### config.mk
export PLATFORM = sky130hd
export DESIGN_NAME = softstart_seq
export DESIGN_NICKNAME = d
export VERILOG_FILES = /design/src/rtl/softstart_pkg.sv /design/src/rtl/softstart_cnt.sv /design/src/rtl/softstart_stage.sv /design/src/rtl/softstart_ramp.sv /design/src/rtl/softstart_seq.sv
export SDC_FILE = /design/constraint.sdc
export NUM_CORES = 1
export LEC_CHECK = 0
export ABC_CLOCK_PERIOD_IN_PS = 2700
export BUFFER_PORTS_ARGS = -buffer_cell sky130_fd_sc_hd__buf_4
export CAP_MARGIN = 10
export CORE_MARGIN = 1
export CORE_UTILIZATION = 25
export CTS_BUF_LIST = sky130_fd_sc_hd__clkbuf_2 sky130_fd_sc_hd__clkbuf_4 sky130_fd_sc_hd__clkbuf_8
export DETAILED_ROUTE_END_ITERATION = 16
export REMOVE_ABC_BUFFERS = 1
export SYNTH_ARGS = -nofsm -noshare
export SYNTH_HDL_FRONTEND = slang
export SYNTH_SLANG_ARGS = --single-unit
### constraint.sdc
create_clock -name clk -period 2.7 [get_ports clk]
set_clock_uncertainty 0.15 [all_clocks]
set_input_delay 0.405 -clock clk [delete_from_list [all_inputs] [get_ports clk]]
set_output_delay 0.405 -clock clk [all_outputs]
set_load 0.005 [all_outputs]
### src/rtl/softstart_pkg.sv
package softstart_pkg;
   typedef enum logic [1:0] {
      MODE_HIZ = 2'b00,
      MODE_LOW = 2'b01,
      MODE_RUN = 2'b10
   } drv_mode_e;
endpackage

### src/rtl/softstart_cnt.sv
// Saturating tick counter with registered completion flag.
module softstart_cnt #(
   parameter int LIMIT = 2048,
   parameter int W     = $clog2(LIMIT + 1)
) (
   input  logic         clk,
   input  logic         rst_n,
   input  logic         clr,
   input  logic         adv,
   output logic [W-1:0] cnt,
   output logic         done
);
   localparam logic [W-1:0] LIM_V  = W'(LIMIT);
   localparam logic [W-1:0] LAST_V = W'(LIMIT - 1);

   always_ff @(posedge clk or negedge rst_n) begin
      if (!rst_n) begin
         cnt  <= '0;
         done <= 1'b0;
      end else if (clr) begin
         cnt  <= '0;
         done <= 1'b0;
      end else if (adv && cnt != LIM_V) begin
         cnt <= cnt + 1'b1;
         if (cnt == LAST_V) done <= 1'b1;
      end
   end
endmodule

### src/rtl/softstart_stage.sv
// Decodes the tick count into a drive stage and fans it out per phase.
module softstart_stage
   import softstart_pkg::*;
#(
   parameter int PHASES  = 4,
   parameter int HIZ_CYC = 32,
   parameter int LOW_CYC = 150,
   parameter int W       = 12
) (
   input  logic [W-1:0]          cnt,
   output logic                  dac_off,
   output logic                  running,
   output logic [2*PHASES-1:0]   modes
);
   localparam logic [W-1:0] LOW_AT = W'(HIZ_CYC);
   localparam logic [W-1:0] RUN_AT = W'(HIZ_CYC + LOW_CYC);

   drv_mode_e stage;

   always_comb begin
      if (cnt < LOW_AT)      stage = MODE_HIZ;
      else if (cnt < RUN_AT) stage = MODE_LOW;
      else                   stage = MODE_RUN;
   end

   assign dac_off = (stage == MODE_HIZ);
   assign running = (stage == MODE_RUN);

   for (genvar p = 0; p < PHASES; p++) begin : g_phase
      assign modes[2*p +: 2] = stage;
   end
endmodule

### src/rtl/softstart_ramp.sv
// Duty-ceiling ramp: zero after clear, one step per advance, saturating.
module softstart_ramp #(
   parameter int DUTY_W    = 8,
   parameter int DUTY_STEP = 1
) (
   input  logic              clk,
   input  logic              rst_n,
   input  logic              clr,
   input  logic              adv,
   output logic [DUTY_W-1:0] duty
);
   localparam logic [DUTY_W-1:0] TOP = '1;
   logic [DUTY_W-1:0] nxt;

   if (DUTY_STEP == 1) begin : g_unit
      assign nxt = (duty == TOP) ? TOP : duty + 1'b1;
   end else begin : g_wide
      localparam logic [DUTY_W:0] STEP_V = (DUTY_W + 1)'(DUTY_STEP);
      logic [DUTY_W:0] sum;
      assign sum = {1'b0, duty} + STEP_V;
      assign nxt = (sum > {1'b0, TOP}) ? TOP : sum[DUTY_W-1:0];
   end

   always_ff @(posedge clk or negedge rst_n) begin
      if (!rst_n)   duty <= '0;
      else if (clr) duty <= '0;
      else if (adv) duty <= nxt;
   end
endmodule

### src/rtl/softstart_seq.sv
module softstart_seq
   import softstart_pkg::*;
#(
   parameter int PHASES    = 4,
   parameter int HIZ_CYC   = 32,
   parameter int LOW_CYC   = 150,
   parameter int PG_CYC    = 2048,
   parameter int DUTY_W    = 8,
   parameter int DUTY_STEP = 1
) (
   input  logic                clk,
   input  logic                rst_n,
   input  logic                tick,
   input  logic                supply_ok,
   input  logic                ovc,
   output logic                dac_inhibit,
   output logic [2*PHASES-1:0] phase_mode,
   output logic [DUTY_W-1:0]   duty_max,
   output logic                pgood
);
   localparam int CNT_W = $clog2(PG_CYC + 1);

   initial begin
      if (PHASES < 1) $fatal(1, "PHASES must be at least 1");
      if (HIZ_CYC < 1 || LOW_CYC < 1) $fatal(1, "stage lengths must be positive");
      if (PG_CYC <= HIZ_CYC + LOW_CYC) $fatal(1, "PG_CYC must exceed the float and low stages");
      if (DUTY_W < 1 || DUTY_STEP < 1) $fatal(1, "duty ramp parameters must be positive");
   end

   logic             restart;
   logic             step;
   logic             running;
   logic [CNT_W-1:0] cyc;

   assign restart = !supply_ok || ovc;
   assign step    = tick && !restart;

   softstart_cnt #(.LIMIT(PG_CYC), .W(CNT_W)) u_cnt (
      .clk  (clk),
      .rst_n(rst_n),
      .clr  (restart),
      .adv  (step),
      .cnt  (cyc),
      .done (pgood)
   );

   softstart_stage #(
      .PHASES (PHASES),
      .HIZ_CYC(HIZ_CYC),
      .LOW_CYC(LOW_CYC),
      .W      (CNT_W)
   ) u_stage (
      .cnt    (cyc),
      .dac_off(dac_inhibit),
      .running(running),
      .modes  (phase_mode)
   );

   softstart_ramp #(.DUTY_W(DUTY_W), .DUTY_STEP(DUTY_STEP)) u_ramp (
      .clk  (clk),
      .rst_n(rst_n),
      .clr  (restart),
      .adv  (step && running),
      .duty (duty_max)
   );
endmodule

## Word level (Yosys, flattened, before mapping)

Cells that the tools add are included.
W data, S select, Z words.

- Register bits: 21
- Latch bits: 0
- RAM bits: 0
- Memory bits (read-only): 0
- Output and inout bits: 18
- Memories kept: 0

- Add/sub/neg operators: 2
- Multiply operators: 0
- Divide/modulo/power cells: 0
- Magnitude comparators: 2
- Eq/ne operators: 4
- Shifts and indexed selects: 0
- Muxes and demuxes: 10
- Bitwise operators: 0
- Reduce and logical (&&, ||, !) cells: 11

Operators with widths:

| kind | number |
|---|---|
| $mux W12 | 2 |
| $mux W8 | 3 |
| $add A12 B1 Y12 const B | 1 |
| $eq A12 B11 Y1 const B | 1 |
| $lt A12 B6 Y1 const B | 1 |
| $lt A12 B8 Y1 const B | 1 |
| $ne A12 B12 Y1 const B | 1 |
| $add A8 B1 Y8 const B | 1 |
| $eq A8 B8 Y1 const B | 1 |
| $reduce_bool A2 Y1 | 3 |
| $mux W2 | 2 |
| $logic_and A1 B1 Y1 | 3 |
| $mux W1 | 3 |
| $eq A2 B2 Y1 const B | 1 |
| $logic_not A1 Y1 | 2 |
| $logic_not A2 Y1 | 1 |
| $reduce_and A2 Y1 | 1 |
| $logic_or A1 B1 Y1 | 1 |

## Logic depth before layout (Yosys ltp)

- Word-level depth: 7
- Mapped depth: 7

## Cells and area by module

From an unflattened synthesis, not the netlist that was laid out.

- Cells, all modules: 137
- Area, all modules: 1312.5 µm²

Modules (own cells, without submodules):

| module | instances | cells each | area an instance (µm²) |
|---|---|---|---|
| softstart_cnt | 1 | 76 | 738.2 |
| softstart_ramp | 1 | 43 | 442.9 |
| softstart_stage | 1 | 15 | 105.1 |
| softstart_seq | 1 | 3 | 26.3 |

## Worst setup path before layout

Ideal clock, no wire load.

- Path type: register -> output
- Start: reg u_cnt.cnt[11]
- End: out phase_mode[2]
- Arrival time: 1.478 ns
- Data required time: 2.145 ns
- Setup slack: 0.667 ns
- Stages on the path, launching flop included: 5
- Path buffers: 1
- Cell sequence: dfrtp_1 > nor4_4 > nand2_1 > nor2_1 > buf_4

- Longest elaborated chain between the ends: 3

Ends and longest elaborated chain:

| element | RTL line | text |
|---|---|---|
| start: declaration | softstart_cnt.sv:10 | `output logic [W-1:0] cnt,` |
| start signal: assignment | softstart_cnt.sv:24 | `cnt <= cnt + 1'b1;` |
| $lt A12 B8 Y1 | softstart_stage.sv:22 | `else if (cnt < RUN_AT) stage = MODE_LOW;` |
| $mux W2 | softstart_stage.sv:22 |  |
| $mux W2 (*) | softstart_stage.sv:21 | `if (cnt < LOW_AT) stage = MODE_HIZ;` |
| end: declaration | softstart_seq.sv:17 | `output logic [2*PHASES-1:0] phase_mode,` |

Every way passes the cells marked *; elsewhere a longest branch is shown, timed or not.

## Worst setup path after layout

- Start: reg u_cnt.cnt[2]
- End: out phase_mode[2]

Same word-level chain as after synthesis.

==> impl_metrics.yaml <==
global_route:
  grt.overflow.total: 0
  grt_use_met3_pct: 3.21
  top_usage_layer: "met2"
  grtUsageTotal_pct: 12.8
  grt_use_met2_pct: 21.4
  grt_max_degree: 22
  grt_antenna_before_repair: 0
  grt_use_met1_pct: 17.2
  grt_pass1_vias: 1087
  grt_pass1_wl_um: 5420
setup_path:
  arrival_ps: 1780
  r2r_setup_slack_ps: 690
  critical_path.max_fanout: 9
  crit_type: "reg2out"
  crit_required_ps: 2140
  crit_path_end_kind: "primary output"
  worstSetupStartpointType: "flop"
clocking:
  clk_latency_ps: 260
  cts_tree: "done"
  ctsResizeCount: 0
  cts_inserted_buffers: 3
  cts.path.max_buffers: 2
  path_clk_slew_ps: 70
  postCtsHoldBufs: 1
  root_buffer: "clkbuf_8"
  clkSinkCount: 21
  post_cts_buffers: 0
  h-tree-depth: 1
die:
  die_h_um: 75.2
  start_util_pct: 26.1
  die_x_um: 75.2
  ioPinCount: 23
  core_sq_um: 5140
  placementRows: 26
  die_area_sq_um: 5660
routing:
  firstDrtPassIters: 4
  wl_per_cell_um: 14.0
  num_vias: 1211
  remaining_drc_errors: 0
  viasPerCell: 5.22
  drt_iter0_markers: 72
  ant_nets: 0
  routed_wl_um: 3250
synth:
  synth_cell_types: 45
  synthCells: 144
  yosys-top-cells-area: "dfrtp_1, nand2_1, buf_4, nand4_1, mux2i_1"
  synth.largest_area_cell: "dfrtp_1"
  syn_area_sq_um: 1340
  synthMuxAreaShare_pct: 2.99
  avgSynthCellArea_sq_um: 9.31
  synthAdderAreaFrac_pct: 2.80
  yosys.area_share.simple_pct: 26.0
  seq_area_frac_synth_pct: 39.2
  synth-edff-count: 0
  synth_top_family_by_area: "simple AND/OR/NAND/NOR gates"
  synth_xor_area_share_pct: 2.61
  ys.warnings.count: 0
  ys_seq_elements: 21
  synth_compound_area_share_pct: 19.3
  synthArstFlopShare_pct: 100
  yosys.area.top_type_share_pct: 39.2
  synthFlopType: "dfrtp_1"
sta:
  slew_violations: 0
  worst_slew_pin_slew_ps: 544
  fmax_mhz: 427
  slew-limit-headroom_pct: 63.2
  setup_tns_ps: 0
  final_hold_viol_count: 0
  rsz0062_at_grt: "false"
  min_period_ps: 2340
  fin_crit_sh_pct: 86.6
  setup_viol: 0
place:
  port_buffers: 22
  routabilityCongestion: 0.789
  hpwlAfterDp_um: 2350
  dp_cells: 227
layout:
  nets: 171
  synthToLayoutAreaGrowth_pct: 19.0
  final_cells: 232
  final_cell_mix: "buf_4, dfrtp_1, nand2_1"
  drive_gt1_share_pct: 21.6
  num_antenna_cells: 0
  final_common_cell: "buf_4"
pwr:
  vdd_ir_drop_max_mv: 0.191
  power_leakage_nw: 0.706
  powerDensity_nw_per_um2: 355
job:
  drv_cap: 0
hold_path:
  hp-class: "reg2reg"
outcome:
  status: "finished clean"
-- kinds of logic after synthesis --
group / Yosys count
AND/OR/NAND/NOR: 61
multiplexers: 4
AO/OA/AOI/OAI: 34
adder cells (fa/ha/maj): 3
flip-flops: 21
buffers and inverters: 17
XOR/XNOR: 4
-- cells in the mapped netlist, types with 2 or more instances --
| library cell | number |
|---|---|
| dfrtp_1 | 21 |
| nand2_1 | 17 |
| nand3_1 | 7 |
| nand4_1 | 7 |
| buf_4 | 6 |
| inv_1 | 6 |
| nor2_1 | 6 |
| o21ai_0 | 6 |
| a21oi_1 | 5 |
| and2_1 | 4 |
| mux2i_1 | 4 |
| xor2_1 | 4 |
| and4_1 | 3 |
| clkbuf_1 | 3 |
| ha_1 | 3 |
| nor3_1 | 3 |
| a2111oi_0 | 2 |
| a211oi_1 | 2 |
| and3_1 | 2 |
| and4_2 | 2 |
| nand2b_1 | 2 |
| o211a_1 | 2 |
| o211ai_1 | 2 |
| o21a_1 | 2 |
| o31ai_1 | 2 |
| or3_1 | 2 |
-- per-layer routing --
metal | share of wire (%) | wire [um]
met1 | 49 | 1580
met2 | 46 | 1480
met3 | 5.4 | 174
met4 | 0.25 | 8
met5 | 0 | 0
-- worst paths after layout --
path	to	cells after the start	startpoint
setup / recovery	phase_mode[2]	5	u_cnt.cnt[2]
hold reg to reg	u_cnt.done	1	u_cnt.done
min in group asynchronous	u_ramp.duty[0]	2	rst_n
setup reg to reg	u_cnt.cnt[3]	6	u_cnt.cnt[1]
hold / removal	u_cnt.done	1	u_cnt.done
max in group asynchronous	u_cnt.cnt[3]	2	rst_n
-- state kept, by name, indices dropped and copies added, names as in the netlist --
register and count:
u_cnt.cnt 12, u_ramp.duty 8, u_cnt.done 1
-- critical path: stages, from the launching register on --
cell,delay (ps)
dfrtp_1,460
a21oi_2,160
o21a_1,320
nand2_1,190
nor2_1,240
buf_4,150
-- cell type report --
| type | count | area [sq um] |
|---|---|---|
| clock buffer | 4 | 48.8 |
| multi-input combinational | 106 | 719 |
| fill | 564 | 3550 |
| timing repair buffer | 25 | 190 |
| sequential | 21 | 526 |
| inverter | 6 | 22.5 |
| tap | 70 | 87.6 |
-- metrics by stage --
stage	utilization (%)	power (W)	setup slack (ps)	cell area, sq um	hold slack (ps)
after detailed placement	29.9	0.000355	652	1540	160
after floorplan	-	0.000336	660	1270	-40.6
final	31.0	0.000566	361	1590	355
after global routing	31.0	0.000603	125	1590	395
after global placement	29.9	0.000355	683	1540	162
after CTS	31.0	0.000579	355	1590	362
-- report_power, final --
part           internal (W)  total (W)  switching, W
sequential         0.000315   0.000317    0.00000140
combinational     0.0000108  0.0000323     0.0000214
clock              0.000115   0.000217      0.000102
total              0.000441   0.000566      0.000125
Power figures use the tool's default switching activity.
